===== config.mk =====
export PLATFORM = sky130hd
export DESIGN_NAME = csaPipeMul
export DESIGN_NICKNAME = d
export VERILOG_FILES = /design/src/rtl/csaPipeMulPkg.sv /design/src/rtl/csaPipeMulCtrl.sv /design/src/rtl/csaPipeMulPath.sv /design/src/rtl/csaPipeMul.sv
export SDC_FILE = /design/constraint.sdc
export NUM_CORES = 1
export LEC_CHECK = 0
export BUFFER_PORTS_ARGS = -buffer_cell sky130_fd_sc_hd__buf_2
export CORE_MARGIN = 3
export CORE_UTILIZATION = 30
export DETAILED_ROUTE_END_ITERATION = 12
export MAX_ROUTING_LAYER = met4
export SETUP_SLACK_MARGIN = 0.15
export SYNTH_ARGS = -nofsm -noshare
export SYNTH_HDL_FRONTEND = slang
export SYNTH_SLANG_ARGS = --single-unit

===== constraint.sdc =====
create_clock -name clk -period 1.6 [get_ports clk]
set_input_delay 0.08 -clock clk [delete_from_list [all_inputs] [get_ports clk]]
set_output_delay 0.08 -clock clk [all_outputs]
set_load 0.01 [all_outputs]

===== src/rtl/csaPipeMulPkg.sv =====
package csaPipeMulPkg;

  // Strobes from control to datapath for the ends of the pipe.
  typedef struct packed {
    logic take;   // head stage loads new operands
    logic emit;   // tail stage loads a finished product
  } ctrlStrobe_t;

endpackage


===== src/rtl/csaPipeMulCtrl.sv =====
module csaPipeMulCtrl
  import csaPipeMulPkg::*;
#(
  parameter int W = 8
) (
  input  logic              clk,
  input  logic              rstN,
  input  logic              inValid,
  output ctrlStrobe_t       strobe,
  output logic [2*W-4:0]    midEn,
  output logic              outValid
);

  localparam int STAGES = 2 * W - 1;
  localparam int CW     = $clog2(STAGES + 1);

  logic [STAGES-1:0] validPipe;

  always_ff @(posedge clk or negedge rstN) begin
    if (!rstN) validPipe <= '0;
    else       validPipe <= {validPipe[STAGES-2:0], inValid};
  end

  assign strobe.take = inValid;
  assign strobe.emit = validPipe[STAGES-2];
  assign midEn       = validPipe[STAGES-3:0];
  assign outValid    = validPipe[STAGES-1];

  // Cycles since reset, saturating; used only to bound the first output.
  logic [CW-1:0] sinceReset;
  always_ff @(posedge clk or negedge rstN) begin
    if (!rstN)                         sinceReset <= '0;
    else if (sinceReset != CW'(STAGES)) sinceReset <= sinceReset + 1'b1;
  end

  // no result can leave before the pipe has been filled once.
  assert_no_early_out_R3: assert property (@(posedge clk) disable iff (!rstN)
    (sinceReset < CW'(STAGES)) |-> !outValid);

endmodule


===== src/rtl/csaPipeMulPath.sv =====
module csaPipeMulPath
  import csaPipeMulPkg::*;
#(
  parameter int W = 8
) (
  input  logic              clk,
  input  logic              rstN,
  input  ctrlStrobe_t       strobe,
  input  logic [2*W-4:0]    midEn,
  input  logic [W-1:0]      mcand,
  input  logic [W-1:0]      mplier,
  output logic [2*W-1:0]    product
);

  localparam int PW     = 2 * W;
  localparam int STAGES = 2 * W - 1;

  typedef struct packed {
    logic [PW-1:0] sum;
    logic [PW-1:0] cry;
    logic [W-1:0]  mcand;
    logic [W-1:0]  mplier;
    logic          rc;      // ripple carry between final stages
  } stage_t;

  stage_t st [STAGES];
  stage_t nx [STAGES];
  logic [STAGES-1:0] ld;

  assign ld = {strobe.emit, midEn, strobe.take};

  // Row zero: AND terms only.
  always_comb begin
    nx[0]        = '0;
    nx[0].sum    = PW'(mcand & {W{mplier[0]}});
    nx[0].mcand  = mcand;
    nx[0].mplier = mplier;
  end

  genvar k;
  generate
    for (k = 1; k < STAGES; k++) begin : g_stage
      if (k < W) begin : g_csa
        // Carry-save row: add one shifted partial-product row.
        logic [PW-1:0] pp;
        always_comb begin
          pp        = {{W{1'b0}}, st[k-1].mcand & {W{st[k-1].mplier[k]}}} << k;
          nx[k]     = st[k-1];
          nx[k].sum = st[k-1].sum ^ st[k-1].cry ^ pp;
          nx[k].cry = ((st[k-1].sum & st[k-1].cry) |
                       (st[k-1].sum & pp) |
                       (st[k-1].cry & pp)) << 1;
        end
      end else begin : g_rip
        // One resolved bit per stage; carry moves one position.
        logic s0, c0, r0, rOut;
        always_comb begin
          s0        = st[k-1].sum[k];
          c0        = st[k-1].cry[k];
          r0        = st[k-1].rc;
          rOut      = (s0 & c0) | (s0 & r0) | (c0 & r0);
          nx[k]     = st[k-1];
          nx[k].sum[k] = s0 ^ c0 ^ r0;
          nx[k].cry[k] = 1'b0;
          nx[k].rc     = rOut;
          if (k == STAGES - 1) begin
            nx[k].sum[PW-1] = st[k-1].sum[PW-1] ^ st[k-1].cry[PW-1] ^ rOut;
            nx[k].cry[PW-1] = 1'b0;
            nx[k].rc        = 1'b0;
          end
        end
      end
    end

    for (k = 0; k < STAGES; k++) begin : g_reg
      always_ff @(posedge clk or negedge rstN) begin
        if (!rstN)      st[k] <= '0;
        else if (ld[k]) st[k] <= nx[k];
      end

      // below the resolved position no carry remains in any stage.
      assert_low_carry_clear_R2: assert property (@(posedge clk) disable iff (!rstN)
        st[k].cry[k:0] == '0);
    end
  endgenerate

  assign product = st[STAGES-1].sum;

  // the tail stage holds a fully resolved product, no carry left over.
  assert_tail_resolved_R2: assert property (@(posedge clk) disable iff (!rstN)
    (st[STAGES-1].cry == '0) && !st[STAGES-1].rc);

endmodule


===== src/rtl/csaPipeMul.sv =====
module csaPipeMul
  import csaPipeMulPkg::*;
#(
  parameter int W = 8
) (
  input  logic            clk,
  input  logic            rstN,
  input  logic            inValid,
  input  logic [W-1:0]    mcand,
  input  logic [W-1:0]    mplier,
  output logic            outValid,
  output logic [2*W-1:0]  product
);

  ctrlStrobe_t     strobe;
  logic [2*W-4:0]  midEn;

  csaPipeMulCtrl #(.W(W)) u_ctrl (
    .clk      (clk),
    .rstN     (rstN),
    .inValid  (inValid),
    .strobe   (strobe),
    .midEn    (midEn),
    .outValid (outValid)
  );

  csaPipeMulPath #(.W(W)) u_path (
    .clk     (clk),
    .rstN    (rstN),
    .strobe  (strobe),
    .midEn   (midEn),
    .mcand   (mcand),
    .mplier  (mplier),
    .product (product)
  );

  // between results the product output does not move.
  assert_hold_between_R6: assert property (@(posedge clk) disable iff (!rstN)
    !outValid |-> $stable(product));

endmodule


Word level (Yosys, flattened, before mapping)
Cells that the tools add are included.
{"block": "totals", "ff_bits": 539, "input_bits": 19}
{"block": "op_classes", "n_bitwise": 98}
{"cell": "$or 15x15->15", "count": 12}
{"cell": "$and 15x15->15", "count": 8}
{"cell": "$xor 16x16->16", "count": 6}
{"cell": "$and 8x8->8", "count": 8}
{"cell": "$and 15x10->15", "count": 2}
{"cell": "$and 15x11->15", "count": 2}
{"cell": "$and 15x12->15", "count": 2}
{"cell": "$and 15x13->15", "count": 2}
{"cell": "$and 15x14->15", "count": 2}
{"cell": "$and 1x1->1", "count": 19}
{"cell": "$xor 16x10->16", "count": 1}
{"cell": "$xor 16x11->16", "count": 1}
{"cell": "$xor 16x12->16", "count": 1}
{"cell": "$xor 16x13->16", "count": 1}
{"cell": "$xor 16x14->16", "count": 1}
{"cell": "$xor 16x15->16", "count": 1}
{"cell": "$xor 1x1->1", "count": 15}
{"cell": "$or 1x1->1", "count": 12}
{"cell": "$and 8x9->9", "count": 1}
{"cell": "$xor 8x9->9", "count": 1}

Depth between registers and ports, before layout
{"block": "logic_depth", "depth_word": 4, "ltp_mapped": 4, "ltp_nobuf": 4}

Hierarchy
A second synthesis with hierarchy kept.
{"block": "unflattened", "cells_unflattened": 1064, "hier_area_um2": 15937.8}
{"mod": "csaPipeMulPath", "n_inst": 1, "area_each_um2": 15554.9, "cells_each": 1048, "seq_area_each_um2": 8958.6}
{"mod": "csaPipeMulCtrl", "n_inst": 1, "area_each_um2": 382.9, "cells_each": 16, "seq_area_each_um2": 375.4}

Worst setup path after synthesis
No wires, ideal clock.
{"block": "synth_timing", "kind": "reg2reg", "startpoint": "register u_path.st, in the netlist u_path.nx[351]", "endpoint": "register u_path.st, in the netlist u_path.g_stage[8].g_rip.s0", "setup_time_ps": 125, "path_stages_with_launch": 5, "setup_slack_ps": 317, "path_buffers": 1, "t_arrival_ps": 1158, "t_required_ps": 1475, "cell_sequence": "dfrtp_1 > clkbuf_1 > nand2_1 > fa_1 > mux2i_1"}
{"block": "synth_between", "elab_chain_cells": 2}
{"item": "start, declared", "line_no": "csaPipeMulPath.sv:26", "source": "stage_t st [STAGES];"}
{"item": "start signal, assigned by index", "line_no": "csaPipeMulPath.sv:78", "source": "else if (ld[k]) st[k] <= nx[k];"}
{"item": "$and 8x8->8", "line_no": "csaPipeMulPath.sv:47", "source": "pp = {{W{1'b0}}, st[k-1].mcand & {W{st[k-1].mplier[k]}}} << k;"}
{"item": "$xor 16x15->16", "line_no": "csaPipeMulPath.sv:49", "source": "nx[k].sum = st[k-1].sum ^ st[k-1].cry ^ pp;"}
Every way passes these cells.
A chain may end at the register's enable or synchronous reset.

Worst setup path in the final report
{"block": "layout_timing", "startpoint": "register u_path.st, in the netlist u_path.nx[591]", "endpoint": "register u_path.st[626] (netlist name)"}
{"block": "layout_between", "elab_chain_cells": 2}
{"item": "$and 8x8->8", "line_no": "csaPipeMulPath.sv:47"}
{"item": "$xor 16x10->16", "line_no": "csaPipeMulPath.sv:49"}
Every way passes these cells.

==> reports/results.txt <==
Outcome = completed
Clock latency at the later pin of the worst-skew pair = 0.53 ns
Setup violations, final = 0
Post-synthesis net count = 1140
Number of buffer and inverter instances along the worst setup path = 0
Static leakage = 8.45 nW
Fraction of the core area covered by cells at the end of the flow = 34.9%
Transition at the pin with the smallest max-transition slack = 0.570 ns
Clock buffer depth = 3
Level count of the clock H-tree = 2
Startpoint Class = flip-flop
Post-DRT Antenna Nets = 0
Required time of the worst setup path = 2.00 ns
Register share of total power = 49.5%
Number of synthesized flops with an enable pin = 0
Post-CTS clock slew at the launch and capture registers of the worst setup and hold paths = 0.06 ns
Clock share of power = 28.2%
Final Max Slew Viols = 0
Synth area leaders = dfrtp_1 (59%), mux2_4 (10%), mux2_2 (9.7%), fa_1 (6.0%), mux2i_1 (4.0%)
Async SR Flop Fraction = 100%
Share of cells above drive strength 1 = 32.3%
Internal power summed over all cells = 21.7 mW
Total wire length after detailed routing = 23400 µm
Area added between synthesis and finish = 14.0%
Die boundary width = 236 µm
Worst-case headroom to the max-slew limit = 62.0%
Post-CTS setup repair buffer count = 0
Via Count = 7564
Primary flip-flop cell chosen by synthesis mapping = dfrtp_1
Worst-path cell with the longest stage delay = dfrtp_1
Net count, final = 1200
Clock skew after layout = 0.0184 ns
Startpoint-to-endpoint class of the critical path = flip-flop to flip-flop
Yosys warnings = 0
Pin count of the biggest net entering global routing = 60
Cts-stage hold buffer count = 18
RSZ-0062 raised after global routing = no
Worst Path Max Fanout = 9
Post-DR wirelength/cell = 12.8 µm
GPL Wtd Cong = 0.721
Sw Pwr = 8.02 mW
Number of cells on the critical path = 3
DR DRC count = 0
Total of fill cells in the finished design = 4976
Initial antenna violation count = 0
Net switching fraction of the power = 26.9%
Core ar. = 0.0518 mm²
Sequential fraction of the synthesis area = 58.7%
Post-detailed-placement half-perimeter wirelength = 16100 µm
Peak VDD IR = 0.906 mV
Residual overflow from global routing = 0
Flops & latches, synth = 373
Number of diodes = 0
Cell accounting for the most synthesized area = dfrtp_1
Total clock sinks = 373
Family with the most delay on the worst path = flip-flops
Delay of the slowest cell on the worst path = 0.50 ns
Hold Crit Class = input pin to asynchronous set/reset pin
Timing-limited maximum frequency = 0.761 GHz
GRT Total Usage = 8.93%
Cell area after synthesis = 0.0159 mm²
Boundary pin count = 36
Ordered cell list for the critical path = nand2_1 -> fa_1 -> mux2i_1
# resized after CTS = 0
Root buffer cell = clkbuf_16
Count of cells along the worst register-to-register path = 3
Detailed router's first-iteration violation count = 253
Hold Violations, Final = 0
Top-area cell type share of the netlist area = 58.7%
Distinct cell type count after synthesis = 19
Power density over the cells = 1640 mW/mm²
Clock buffer count from CTS = 36
Syn_area_per_cell = 14.9 µm²
Ratio of routed vias to standard cells = 4.13
Data arrival at the endpoint of the critical path = 1.71 ns
Area of the die = 0.0558 mm²
Quantity of I/O buffers inserted on ports = 35
Part of the cycle the worst path needs = 82.1%
Initial standard-cell utilization of the core = 30.7%
Most frequent cell after synthesis = dfrtp_1
Max Cap Violations = 0
Proportion of power drawn by combinational gates = 22.3%
Height of the die = 236 µm
Vias in the first global route = 7921
Floorplan row count = 83
Number of instances in the synthesized netlist = 1065
Critical path endpoint category = flip-flop
Minimum period implied by the final worst setup slack = 1.31 ns
Ranking of synthesized cells by instance count = dfrtp_1 (373), mux2_2 (137), inv_1 (112)
Setup Total Neg Slack = 0 ns
Router iterations before antenna repair = 4
Clock tree from TritonCTS = built
Wire length of the first global-routing pass = 41400 µm
-- power groups by stage --
stage	Sequential [mW]	Combinational, mW	Clock (mW)
after floorplan	14.1	5.78	0
after global placement	14.8	6.50	0
after detailed placement	15.0	6.74	0
after CTS	14.8	6.80	8.72
after global routing	15.3	7.57	9.13
final	14.7	6.63	8.41
-- layout make-up --
cell class	count	area [µm²]	area share (%)
Multi-Input combinational cell	511	5520	30.5
Sequential cell	373	9330	51.5
Clock inverter	8	97.6	0.539
Inverter	112	420	2.32
Clock buffer	55	1070	5.93
Timing Repair Buffer	91	813	4.49
Tap cell	680	851	4.70
-- path summary, 6_finish.rpt --
| path | to | slack [ns] | from |
|---|---|---|---|
| setup / recovery | u_path.st[626] | 0.29 | u_path.nx[591] |
| hold / removal | u_path.product[7] | 0.1 | rstN |
| setup reg to reg | u_path.st[626] | 0.29 | u_path.nx[591] |
| hold reg to reg | u_path.st[425] | 0.50 | u_path.st[474] |
| max in group asynchronous | u_path.st[657] | 0.82 | rstN |
| min in group clk | u_path.nx[639] | 0.33 | mplier[1] |
-- state kept, by name, indices dropped and copies added (netlist names) --
register	flops
u_path.nx	203
u_path.st	119
u_path.product	16
u_ctrl.validPipe	15
u_path.g_stage.g_rip.c0	7
u_path.g_stage.g_rip.s0	7
u_path.g_stage.g_rip.r0	6
-- logic make-up (layout without fill, tap and decap cells) --
logic type	Yosys count	after routing	share of synthesized area, %
flops	373	373	58.7
mux	310	310	24.0
buf+inv	181	266	6.50
simple gates	97	97	2.52
fa+ha+maj	56	56	6.68
compound gates	48	48	1.51
-- worst register-to-register path, stage by stage, from the launching register on --
cell and delay (ns):
dfrtp_1 0.50, nand2_1 0.13, fa_1 0.50, mux2i_1 0.06
-- stage by stage --
step | power (mW) | hold slack, ns | instances | cell area (µm²) | setup WS (ns)
floorplan | 19.9 | -0.216 | 1065 | 15900 | 0.317
CTS | 30.3 | 0.0895 | 1830 | 18100 | 0.252
global route | 32.0 | 0.120 | 1830 | 18100 | 0.177
detailed placement | 21.7 | 0.0794 | 1749 | 16800 | 0.264
global placement | 21.3 | 0.0801 | 1749 | 16800 | 0.286
finish | 29.8 | 0.0968 | 1830 | 18100 | 0.286
-- routing by layer --
metal  global-route usage [%]  up-vias  part of all wire (%)
met5                        -        -                     0
met4                     2.25        0                   1.9
met3                     2.00       38                   3.4
met2                     13.3       77                    45
met1                     12.4     3823                    50
li1                         -     3626                     -
-- cell usage in the layout (no fill, tap or decap), drive strengths merged, types with 15 or more instances in the layout --
master / synthesis / layout
inv: 112 / 114
dlygate4sd3: 0 / 18
a21oi: 20 / 20
nor2: 20 / 20
fa: 48 / 48
clkbuf: 8 / 55
mux2i: 64 / 64
o21ai: 28 / 28
dfrtp: 373 / 373
nand2: 55 / 55
buf: 61 / 73
nand3: 15 / 15
mux2: 246 / 246
No activity file was read; power rests on OpenSTA's default activity.
